$ cat src/rtl/dbgmb_pkg.sv
package dbgmb_pkg;

    // Handler-side select encoding
    typedef enum logic [1:0] {
        SEL_RXDAT = 2'd0,
        SEL_TXDAT = 2'd1,
        SEL_STAT  = 2'd2,
        SEL_NONE  = 2'd3
    } sel_e;

    // Status word flag positions (decoded by the handler software)
    localparam int STAT_RXRDY_BIT = 31;
    localparam int STAT_RXOVF_BIT = 30;
    localparam int STAT_HSDL_BIT  = 29;
    localparam int STAT_TXRDY_BIT = 28;
    localparam int STAT_MIN_W     = 32;

endpackage

$ cat src/rtl/dbgmb_rx_chan.sv
module dbgmb_rx_chan #(
    parameter int DATA_W       = 32,
    parameter bit RX_OVERWRITE = 1'b0
) (
    input  logic              clk,
    input  logic              rst_n,
    input  logic              wr_i,
    input  logic [DATA_W-1:0] wdata_i,
    input  logic              rd_i,
    input  logic              ovf_clr_i,
    output logic [DATA_W-1:0] data_o,
    output logic              ready_o,
    output logic              ovf_o
);

    typedef struct packed {
        logic [DATA_W-1:0] data;
        logic              ready;
        logic              ovf;
    } rx_st_t;

    rx_st_t st_d, st_q;
    logic   collide;
    logic   take_word;

    always_comb begin
        st_d      = st_q;
        collide   = wr_i && st_q.ready && !rd_i;
        take_word = wr_i && (!collide || RX_OVERWRITE);

        if (take_word) begin
            st_d.data = wdata_i;
        end

        if (wr_i) begin
            st_d.ready = 1'b1;
        end else if (rd_i) begin
            st_d.ready = 1'b0;
        end

        if (collide) begin
            st_d.ovf = 1'b1;
        end else if (ovf_clr_i) begin
            st_d.ovf = 1'b0;
        end
    end

    always_ff @(posedge clk) begin
        if (!rst_n) begin
            st_q <= '0;
        end else begin
            st_q <= st_d;
        end
    end

    assign data_o  = st_q.data;
    assign ready_o = st_q.ready;
    assign ovf_o   = st_q.ovf;


    rx_ready_set_chk: assert property (@(posedge clk) disable iff (!rst_n)
        wr_i |=> (ready_o && data_o == $past(wdata_i)) || (!RX_OVERWRITE && ovf_o));


    rx_ready_clr_chk: assert property (@(posedge clk) disable iff (!rst_n)
        (rd_i && !wr_i) |=> !ready_o);


    rx_ovf_set_chk: assert property (@(posedge clk) disable iff (!rst_n)
        (wr_i && ready_o && !rd_i) |=> ovf_o);


    rx_drop_keep_chk: assert property (@(posedge clk) disable iff (!rst_n)
        (!RX_OVERWRITE && wr_i && ready_o && !rd_i) |=> $stable(data_o));


    rx_ovf_sticky_chk: assert property (@(posedge clk) disable iff (!rst_n)
        (ovf_o && !ovf_clr_i) |=> ovf_o);


    rx_same_cycle_chk: assert property (@(posedge clk) disable iff (!rst_n)
        (wr_i && rd_i && !ovf_o) |=> (ready_o && !ovf_o));

endmodule

$ cat src/rtl/dbgmb_tx_chan.sv
module dbgmb_tx_chan #(
    parameter int DATA_W = 32
) (
    input  logic              clk,
    input  logic              rst_n,
    input  logic              wr_i,
    input  logic [DATA_W-1:0] wdata_i,
    input  logic              rd_i,
    output logic [DATA_W-1:0] data_o,
    output logic              ready_o
);

    typedef struct packed {
        logic [DATA_W-1:0] data;
        logic              ready;
    } tx_st_t;

    tx_st_t st_d, st_q;

    always_comb begin
        st_d = st_q;
        if (wr_i) begin
            st_d.data  = wdata_i;
            st_d.ready = 1'b1;
        end else if (rd_i) begin
            st_d.ready = 1'b0;
        end
    end

    always_ff @(posedge clk) begin
        if (!rst_n) begin
            st_q <= '0;
        end else begin
            st_q <= st_d;
        end
    end

    assign data_o  = st_q.data;
    assign ready_o = st_q.ready;


    tx_ready_set_chk: assert property (@(posedge clk) disable iff (!rst_n)
        wr_i |=> (ready_o && data_o == $past(wdata_i)));


    tx_ready_clr_chk: assert property (@(posedge clk) disable iff (!rst_n)
        (rd_i && !wr_i) |=> !ready_o);

endmodule

$ cat src/rtl/dbgmb_sw_port.sv
module dbgmb_sw_port
    import dbgmb_pkg::*;
#(
    parameter int DATA_W = 32
) (
    input  logic              clk,
    input  logic              rst_n,
    input  logic [1:0]        sel_i,
    input  logic              rd_i,
    input  logic              wr_i,
    input  logic              hs_wbit_i,
    input  logic [DATA_W-1:0] rx_data_i,
    input  logic [DATA_W-1:0] tx_data_i,
    input  logic              rx_ready_i,
    input  logic              rx_ovf_i,
    input  logic              tx_ready_i,
    output logic              rx_rd_o,
    output logic              tx_wr_o,
    output logic              hs_mode_o,
    output logic [DATA_W-1:0] rdata_o
);

    typedef struct packed {
        logic hs;
    } sw_st_t;

    sw_st_t            st_d, st_q;
    sel_e              sel;
    logic [DATA_W-1:0] stat_word;

    assign sel = sel_e'(sel_i);

    always_comb begin
        st_d = st_q;
        if (wr_i && sel == SEL_STAT) begin
            st_d.hs = hs_wbit_i;
        end
    end

    always_ff @(posedge clk) begin
        if (!rst_n) begin
            st_q <= '0;
        end else begin
            st_q <= st_d;
        end
    end

    always_comb begin
        stat_word                 = '0;
        stat_word[STAT_RXRDY_BIT] = rx_ready_i;
        stat_word[STAT_RXOVF_BIT] = rx_ovf_i;
        stat_word[STAT_HSDL_BIT]  = st_q.hs;
        stat_word[STAT_TXRDY_BIT] = tx_ready_i;
    end

    always_comb begin
        unique case (sel)
            SEL_RXDAT: rdata_o = rx_data_i;
            SEL_TXDAT: rdata_o = tx_data_i;
            SEL_STAT:  rdata_o = stat_word;
            default:   rdata_o = '0;
        endcase
    end

    assign rx_rd_o   = rd_i && sel == SEL_RXDAT;
    assign tx_wr_o   = wr_i && sel == SEL_TXDAT;
    assign hs_mode_o = st_q.hs;


    hs_write_chk: assert property (@(posedge clk) disable iff (!rst_n)
        (wr_i && sel == SEL_STAT) |=> (hs_mode_o == $past(hs_wbit_i)));


    hs_hold_chk: assert property (@(posedge clk) disable iff (!rst_n)
        !(wr_i && sel == SEL_STAT) |=> $stable(hs_mode_o));


    stat_low_zero_chk: assert property (@(posedge clk) disable iff (!rst_n)
        (sel == SEL_STAT) |-> (rdata_o[STAT_TXRDY_BIT-1:0] == '0));

endmodule

$ cat src/rtl/dbg_mailbox.sv
module dbg_mailbox
    import dbgmb_pkg::*;
#(
    parameter int DATA_W       = 32,
    parameter bit RX_OVERWRITE = 1'b0
) (
    input  logic              clk,
    input  logic              rst_n,
    input  logic              dbg_rx_wr,
    input  logic [DATA_W-1:0] dbg_rx_wdata,
    input  logic              dbg_ovf_clr,
    input  logic              dbg_tx_rd,
    output logic [DATA_W-1:0] dbg_tx_rdata,
    output logic              dbg_rx_ready,
    output logic              dbg_tx_ready,
    output logic              dbg_hs_mode,
    input  logic [1:0]        sw_sel,
    input  logic              sw_rd,
    input  logic              sw_wr,
    input  logic [DATA_W-1:0] sw_wdata,
    output logic [DATA_W-1:0] sw_rdata
);

    localparam int HS_POS = STAT_HSDL_BIT;

    logic [DATA_W-1:0] rx_data;
    logic [DATA_W-1:0] tx_data;
    logic              rx_ready;
    logic              rx_ovf;
    logic              tx_ready;
    logic              rx_rd;
    logic              tx_wr;
    logic              hs_mode;

    generate
        if (DATA_W < STAT_MIN_W) begin : g_width_bad
            initial $error("DATA_W must be at least 32");
        end
    endgenerate

    dbgmb_rx_chan #(
        .DATA_W       (DATA_W),
        .RX_OVERWRITE (RX_OVERWRITE)
    ) u_rx (
        .clk       (clk),
        .rst_n     (rst_n),
        .wr_i      (dbg_rx_wr),
        .wdata_i   (dbg_rx_wdata),
        .rd_i      (rx_rd),
        .ovf_clr_i (dbg_ovf_clr),
        .data_o    (rx_data),
        .ready_o   (rx_ready),
        .ovf_o     (rx_ovf)
    );

    dbgmb_tx_chan #(
        .DATA_W (DATA_W)
    ) u_tx (
        .clk     (clk),
        .rst_n   (rst_n),
        .wr_i    (tx_wr),
        .wdata_i (sw_wdata),
        .rd_i    (dbg_tx_rd),
        .data_o  (tx_data),
        .ready_o (tx_ready)
    );

    dbgmb_sw_port #(
        .DATA_W (DATA_W)
    ) u_sw (
        .clk        (clk),
        .rst_n      (rst_n),
        .sel_i      (sw_sel),
        .rd_i       (sw_rd),
        .wr_i       (sw_wr),
        .hs_wbit_i  (sw_wdata[HS_POS]),
        .rx_data_i  (rx_data),
        .tx_data_i  (tx_data),
        .rx_ready_i (rx_ready),
        .rx_ovf_i   (rx_ovf),
        .tx_ready_i (tx_ready),
        .rx_rd_o    (rx_rd),
        .tx_wr_o    (tx_wr),
        .hs_mode_o  (hs_mode),
        .rdata_o    (sw_rdata)
    );

    assign dbg_tx_rdata = tx_data;
    assign dbg_rx_ready = rx_ready;
    assign dbg_tx_ready = tx_ready;
    assign dbg_hs_mode  = hs_mode;


    stat_ro_bits_chk: assert property (@(posedge clk) disable iff (!rst_n)
        (sw_wr && sw_sel == 2'd2 && !dbg_rx_wr && !dbg_ovf_clr && !dbg_tx_rd)
        |=> ($stable(dbg_rx_ready) && $stable(dbg_tx_ready)));


    ovf_set_wins_chk: assert property (@(posedge clk) disable iff (!rst_n)
        (dbg_rx_wr && dbg_rx_ready && !(sw_rd && sw_sel == 2'd0) && dbg_ovf_clr)
        |=> sw_sel != 2'd2 || sw_rdata[STAT_RXOVF_BIT]);

endmodule

$ cat config.mk
export PLATFORM = sky130hd
export DESIGN_NAME = dbg_mailbox
export DESIGN_NICKNAME = d
export VERILOG_FILES = /design/src/rtl/dbgmb_pkg.sv /design/src/rtl/dbgmb_rx_chan.sv /design/src/rtl/dbgmb_tx_chan.sv /design/src/rtl/dbgmb_sw_port.sv /design/src/rtl/dbg_mailbox.sv
export SDC_FILE = /design/constraint.sdc
export NUM_CORES = 1
export LEC_CHECK = 0
export BUFFER_PORTS_ARGS = -buffer_cell sky130_fd_sc_hd__buf_4
export CAP_MARGIN = 30
export CORE_MARGIN = 4
export CORE_UTILIZATION = 47
export DETAILED_ROUTE_END_ITERATION = 8
export PLACE_DENSITY = 0.8
export SLEW_MARGIN = 30
export SYNTH_ARGS = -nofsm -noshare
export SYNTH_HDL_FRONTEND = slang
export SYNTH_SLANG_ARGS = --single-unit
$ cat constraint.sdc
create_clock -name clk -period 1.8 [get_ports clk]
set_input_delay 0.27 -clock clk [delete_from_list [all_inputs] [get_ports clk]]
set_output_delay 0.27 -clock clk [all_outputs]
set_load 0.03 [all_outputs]
==> flow_summary.json, run 1 <==
{
  "dp.final_hpwl_um": 6149,
  "final_area_um2": 4448,
  "worst-endpoint-required_ps": 1530,
  "finalHoldWorstSlack_ps": 189.6,
  "clock_tree.buffer_depth": 2,
  "power.switching_mw": 0.8943,
  "cts_setup_buffers": 0,
  "netlist-cell-type-count": 19,
  "n_antenna_cell": 0,
  "cell_mode_on_critical_path": "sky130_fd_sc_hd__buf_4",
  "path_cells": "buf_4 > buf_4 > nor2b_1 > nand2_1 > o21ai_0 > buf_4",
  "postSynthCellCount": 372,
  "die_height_um": 89.48,
  "die_w_um": 89.48,
  "worst-slew-pin-transition_ps": 385.7,
  "worstSetupPathType": "in -> out",
  "finalWorstPathRequiredPeriod_ps": 1510,
  "max_stage_delay_ps": 330,
  "coreArea_um2": 6386,
  "vias": 2964,
  "cts.clk_slew.worst_paths_ps": 70,
  "ir_drop_mv": 0.4527,
  "post-route-drc-count": 0,
  "count_of_yosys_warnings_during_synthesis": 0,
  "relative_slew_margins_pct": 74.29,
  "finalCoreUtilization_pct": 69.65,
  "drive_above_1_share_pct": 32.74,
  "power.internal_mw": 2.653,
  "initial_core_utilization_pct": 48.86,
  "cts_num_sinks": 68,
  "tritoncts": "done",
  "fin_tns_setup_ps": 0,
  "cts.hold.buffers_added": 0,
  "finalCritPeriodShare_pct": 83.90,
  "syn_nets": 445,
  "synth.yosys.seq_area_share_pct": 43.62,
  "input_output_buffers": 139,
  "synth_seq_cells": 68,
  "post_cts_resize_count": 0,
  "globalRouteOverflowTotal": 0,
  "p_sw_share_pct": 25.21,
  "ioPinCount": 140,
  "clock_root_buffer": "sky130_fd_sc_hd__clkbuf_8",
  "clk-insertion-delay-late_ps": 330,
  "gp_routability_congestion": 0.8399,
  "detailed_place.area_um2": 4239,
  "placed_instance_count": 570,
  "p_per_area_nw_per_um2": 797.5,
  "first_global_vias": 2849,
  "unrepaired_setup_endpoints_after_global_routing": "false",
  "globalRouteTotalUtil_pct": 21.10,
  "hold_viol": 0,
  "maximum_clock_rate_mhz": 662.2,
  "wirelength_um": 8640,
  "final_cell_count_no_fill": 584,
  "die_area_um2": 8007,
  "power.share.combinational_pct": 17.4,
  "hp-class": "in -> reg",
  "dr.pass1.iters": 4,
  "finalClockSkew_ps": 7.477,
  "depth_of_the_cts_h_tree": 3,
  "maxCapViolCount": 0,
  "syn2layout_area_growth_pct": 42.54,
  "grt_first_pass_wirelength_um": 12960,
  "crit_path_max_fanout": 14,
  "avgSynthCellArea_um2": 8.388,
  "critical_path.startpoint_type": "primary input",
  "grt_start_max_net_pins": 102,
  "power_frac_seq_pct": 46.0,
  "grt_antenna_before_repair": 0,
  "final-max-slew-violation-count": 0,
  "number_of_violations_reported_at_the_end_of_detailed_routing_iteration_0": 140,
  "outcome": "finished, final reports clean",
  "ant_nets": 0,
  "fp-row-count": 29,
  "layout.nets": 577,
  "wirelength_per_cell_um": 14.79,
  "synth_area_um2": 3120,
  "setup_violation_total_in_the_final_timing_report": 0,
  "power.clock.fraction_pct": 36.6,
  "end_kind": "primary output",
  "critPathSlowestCell": "sky130_fd_sc_hd__nor2b_1",
  "via_per_inst": 5.075,
  "critPathArrivalTime_ps": 1240,
  "cts-buffers-inserted": 9,
  "cellLeakagePower_nw": 2.092
}
==> power groups by stage <==
stage	Sequential, mW	Clock [mW]	Combinational (mW)
after floorplan	1.70	0	0.307
after global placement	1.66	0	0.610
final	1.63	1.30	0.618
after detailed placement	1.66	0	0.622
after global routing	1.64	1.40	0.668
after CTS	1.63	1.33	0.624
==> cell type report <==
type,instances,area (um2)
sequential,68,1361
multi-input combinational,275,1618
tap,77,96.34
clock buffer,13,178.9
clock inverter,1,30.03
timing repair buffer,150,1164
fill,525,1938
==> synth_stat cells, drive strengths merged <==
cell type / instances / area (um2)
a21boi: 35 / 274.0
a21oi: 1 / 5.000
and3: 1 / 6.260
and3b: 1 / 8.760
buf: 11 / 73.82
clkbuf: 18 / 67.56
dfxtp: 68 / 1361
mux2i: 64 / 640.6
nand2: 133 / 499.2
nand2b: 1 / 6.260
nand3b: 2 / 15.01
nand4: 1 / 6.260
nor2: 28 / 105.1
nor2b: 2 / 12.51
o21a: 1 / 7.510
o21ai: 4 / 20.02
or3b: 1 / 11.26
==> final timing paths <==
| check | from | slack [ps] | cells after the start | to |
|---|---|---|---|---|
| hold / removal | dbg_rx_wdata[25] | 190 | 3 | u_rx.data_o[25] |
| setup / recovery | sw_sel[1] | 290 | 6 | sw_rdata[31] |
| hold reg to reg | u_rx.data_o[30] | 460 | 2 | u_rx.data_o[30] |
| setup reg to reg | u_rx.ready_o | 630 | 3 | u_rx.data_o[26] |
==> metal layers <==
layer	GRT usage, %	vias up	wire length [um]
met5	0	-	0
met4	11.37	0	209
met3	4.608	20	649
met2	34.03	108	4279
met1	26.22	1366	3502
li1	-	1470	-
==> cells by family (layout without fill, tap and decap cells) <==
kind of cell,after synthesis,in the layout,synth area share (%)
AOI/OAI and AO/OA,41,41,9.823
buffers and inverters,29,164,4.531
DFF,68,68,43.62
muxes,64,64,20.53
and+or+nand+nor,170,170,21.49
==> flip-flops by register name (all words and copies together), names as in the netlist <==
| register | flops |
|---|---|
| u_rx.data_o | 32 |
| u_tx.data_o | 32 |
| u_rx.ovf_o | 1 |
| u_rx.ready_o | 1 |
| u_sw.hs_mode_o | 1 |
| u_tx.ready_o | 1 |
==> worst max-delay path: cells and delay by family <==
kind / cells / cell delay [ps]
compound gates: 1 / 80
buf+inv: 3 / 450
simple gates: 2 / 430
==> cell usage in the layout (no fill, tap or decap) <==
cell,n
sky130_fd_sc_hd__a21boi_0,34
sky130_fd_sc_hd__a21boi_4,1
sky130_fd_sc_hd__a21oi_1,1
sky130_fd_sc_hd__and3_1,1
sky130_fd_sc_hd__and3b_1,1
sky130_fd_sc_hd__buf_12,3
sky130_fd_sc_hd__buf_4,147
sky130_fd_sc_hd__bufinv_16,1
sky130_fd_sc_hd__clkbuf_8,13
sky130_fd_sc_hd__dfxtp_1,68
sky130_fd_sc_hd__mux2i_1,64
sky130_fd_sc_hd__nand2_1,133
sky130_fd_sc_hd__nand2b_1,1
sky130_fd_sc_hd__nand3b_1,2
sky130_fd_sc_hd__nand4_1,1
sky130_fd_sc_hd__nor2_1,28
sky130_fd_sc_hd__nor2b_1,2
sky130_fd_sc_hd__o21a_1,1
sky130_fd_sc_hd__o21ai_0,4
sky130_fd_sc_hd__or3b_4,1
==> through the flow <==
step / worst slack [ps] / power, mW
finish: 289.8 / 3.547
global route: 153.8 / 3.707
CTS: 289.7 / 3.580
detailed placement: 203.4 / 2.284
global placement: 262.3 / 2.269
floorplan: 30.82 / 2.010
(Power assumes the default switching activity.)
==> run 2: changes to the inputs <==
Clock period 1.8 ns to 1.5 ns, I/O delays scaled along.
==> flow_summary.json, run 2 (same netlist as run 1, synthesis figures left out) <==
{
  "critPathBufInv": 1,
  "initial_core_utilization_pct": 48.86,
  "cts-buffers-inserted": 9,
  "outcome": "finished, final reports clean",
  "die_w_um": 89.48,
  "die_height_um": 89.48,
  "hp-class": "in -> reg",
  "syn2layout_area_growth_pct": 43.70,
  "hold_path.startpoint": "dbg_ovf_clr",
  "ir_drop_mv": 0.7138,
  "end_kind": "primary output",
  "ant_nets": 0,
  "fp-row-count": 29,
  "globalRouteOverflowTotal": 0,
  "setup_violation_total_in_the_final_timing_report": 0,
  "gp_routability_congestion": 0.8015,
  "finalCritPeriodShare_pct": 92.97,
  "critical_path.startpoint_type": "flop",
  "coreArea_um2": 6386,
  "dp.final_hpwl_um": 6403,
  "cts_num_sinks": 68,
  "max_stage_delay_ps": 380,
  "wirelength_per_cell_um": 14.92,
  "dr.pass1.iters": 4,
  "critPathSlowestCell": "sky130_fd_sc_hd__dfxtp_1",
  "cts.clk_slew.worst_paths_ps": 70,
  "drive_above_1_share_pct": 33.07,
  "vias": 2943,
  "hold_viol": 0,
  "ioPinCount": 140,
  "worst-endpoint-required_ps": 1270,
  "cts.hold.buffers_added": 0,
  "die_area_um2": 8007,
  "crit_path_max_fanout": 3,
  "cts_setup_buffers": 0,
  "post_cts_resize_count": 0,
  "finalClockSkew_ps": 4.779,
  "post-route-drc-count": 0,
  "grt_first_pass_wirelength_um": 13460,
  "final-max-slew-violation-count": 0,
  "fin_tns_setup_ps": 0,
  "hold_depth": 3,
  "wirelength_um": 8775,
  "rr_startpoint": "u_rx.ready_o",
  "mostFrequentLayoutCells": "sky130_fd_sc_hd__buf_4, sky130_fd_sc_hd__nand2_1, sky130_fd_sc_hd__dfxtp_1",
  "grt_antenna_before_repair": 0,
  "worstSetupPathType": "reg -> out",
  "clock_root_buffer": "sky130_fd_sc_hd__clkbuf_8",
  "relative_slew_margins_pct": 76.34,
  "reg2regPathDepth": 3,
  "unrepaired_setup_endpoints_after_global_routing": "false",
  "n_antenna_cell": 0,
  "clock_tree.buffer_depth": 2,
  "rrSetupSlack_ps": 400,
  "p_per_area_nw_per_um2": 933.2,
  "input_output_buffers": 139,
  "largest_delay_share_family_worst_path": "flip-flops",
  "rr_endpoint": "u_rx.data_o[30]",
  "tritoncts": "done",
  "finalWorstPathRequiredPeriod_ps": 1395,
  "critPathArrivalTime_ps": 1170,
  "cellLeakagePower_nw": 2.110,
  "finalHoldWorstSlack_ps": 143.8,
  "number_of_violations_reported_at_the_end_of_detailed_routing_iteration_0": 110,
  "first_global_vias": 2899,
  "maxCapViolCount": 0,
  "layout.nets": 581,
  "layout.cells.most_common": "sky130_fd_sc_hd__buf_4",
  "via_per_inst": 5.005,
  "globalRouteTotalUtil_pct": 21.76,
  "grt_start_max_net_pins": 34,
  "worst-slew-pin-transition_ps": 354.8,
  "maximum_clock_rate_mhz": 717.1,
  "hold_path_end": "u_rx.ovf_o",
  "path_cells": "mux2i_1 > o21ai_1 > buf_4",
  "depth_of_the_cts_h_tree": 3,
  "clk-insertion-delay-late_ps": 330
}
run 2: routing by layer:
layer | vias up | track usage [%] | wire length, um
met3 | 13 | 5.069 | 610
met1 | 1352 | 25.34 | 3597
met2 | 97 | 38.45 | 4430
li1 | 1481 | - | -
met4 | 0 | 8.525 | 136
met5 | - | 0 | 0
run 2: final cells by class:
cell class | instances | area, um2
fill | 514 | 1902
multi-input combinational | 275 | 1618
tap | 77 | 96.34
timing repair buffer | 154 | 1219
clock buffer | 12 | 155.1
sequential | 68 | 1361
clock inverter | 2 | 35.03
run 2: worst register-to-register path, cell delays in order, from the launching register on:
cell,delay [ps]
sky130_fd_sc_hd__dfxtp_1,380
sky130_fd_sc_hd__a21boi_4,200
sky130_fd_sc_hd__buf_12,210
sky130_fd_sc_hd__mux2i_1,230
run 2: metrics by stage:
stage	util [%]	area, um2	worst slack [ps]	power, mW	std cells
after global placement	67.24	4294	55.98	2.743	574
after CTS	70.22	4484	88.40	4.221	588
after floorplan	-	3120	44.58	2.413	372
after detailed placement	67.24	4294	-1.522	2.762	574
final	70.22	4484	105.4	4.185	588
after global routing	70.22	4484	6.743	4.357	588
run 2: where the power goes:
group          switching (mW)  total [mW]  internal (mW)
logic                   0.393       0.761          0.367
registers              0.0624        1.96           1.90
clock network           0.626        1.46          0.839
total                    1.08        4.18           3.10
run 2: worst max path at each step:
stage / startpoint / cells past startpoint / to
after floorplan: sw_sel[0] / 4 / sw_rdata[28]
after global placement: sw_sel[1] / 5 / u_rx.data_o[6]
after detailed placement: sw_sel[1] / 5 / u_rx.data_o[30]
after CTS: u_tx.data_o[30] / 3 / sw_rdata[30]
after global routing: u_rx.ready_o / 3 / sw_rdata[31]
final: u_tx.data_o[30] / 3 / sw_rdata[30]
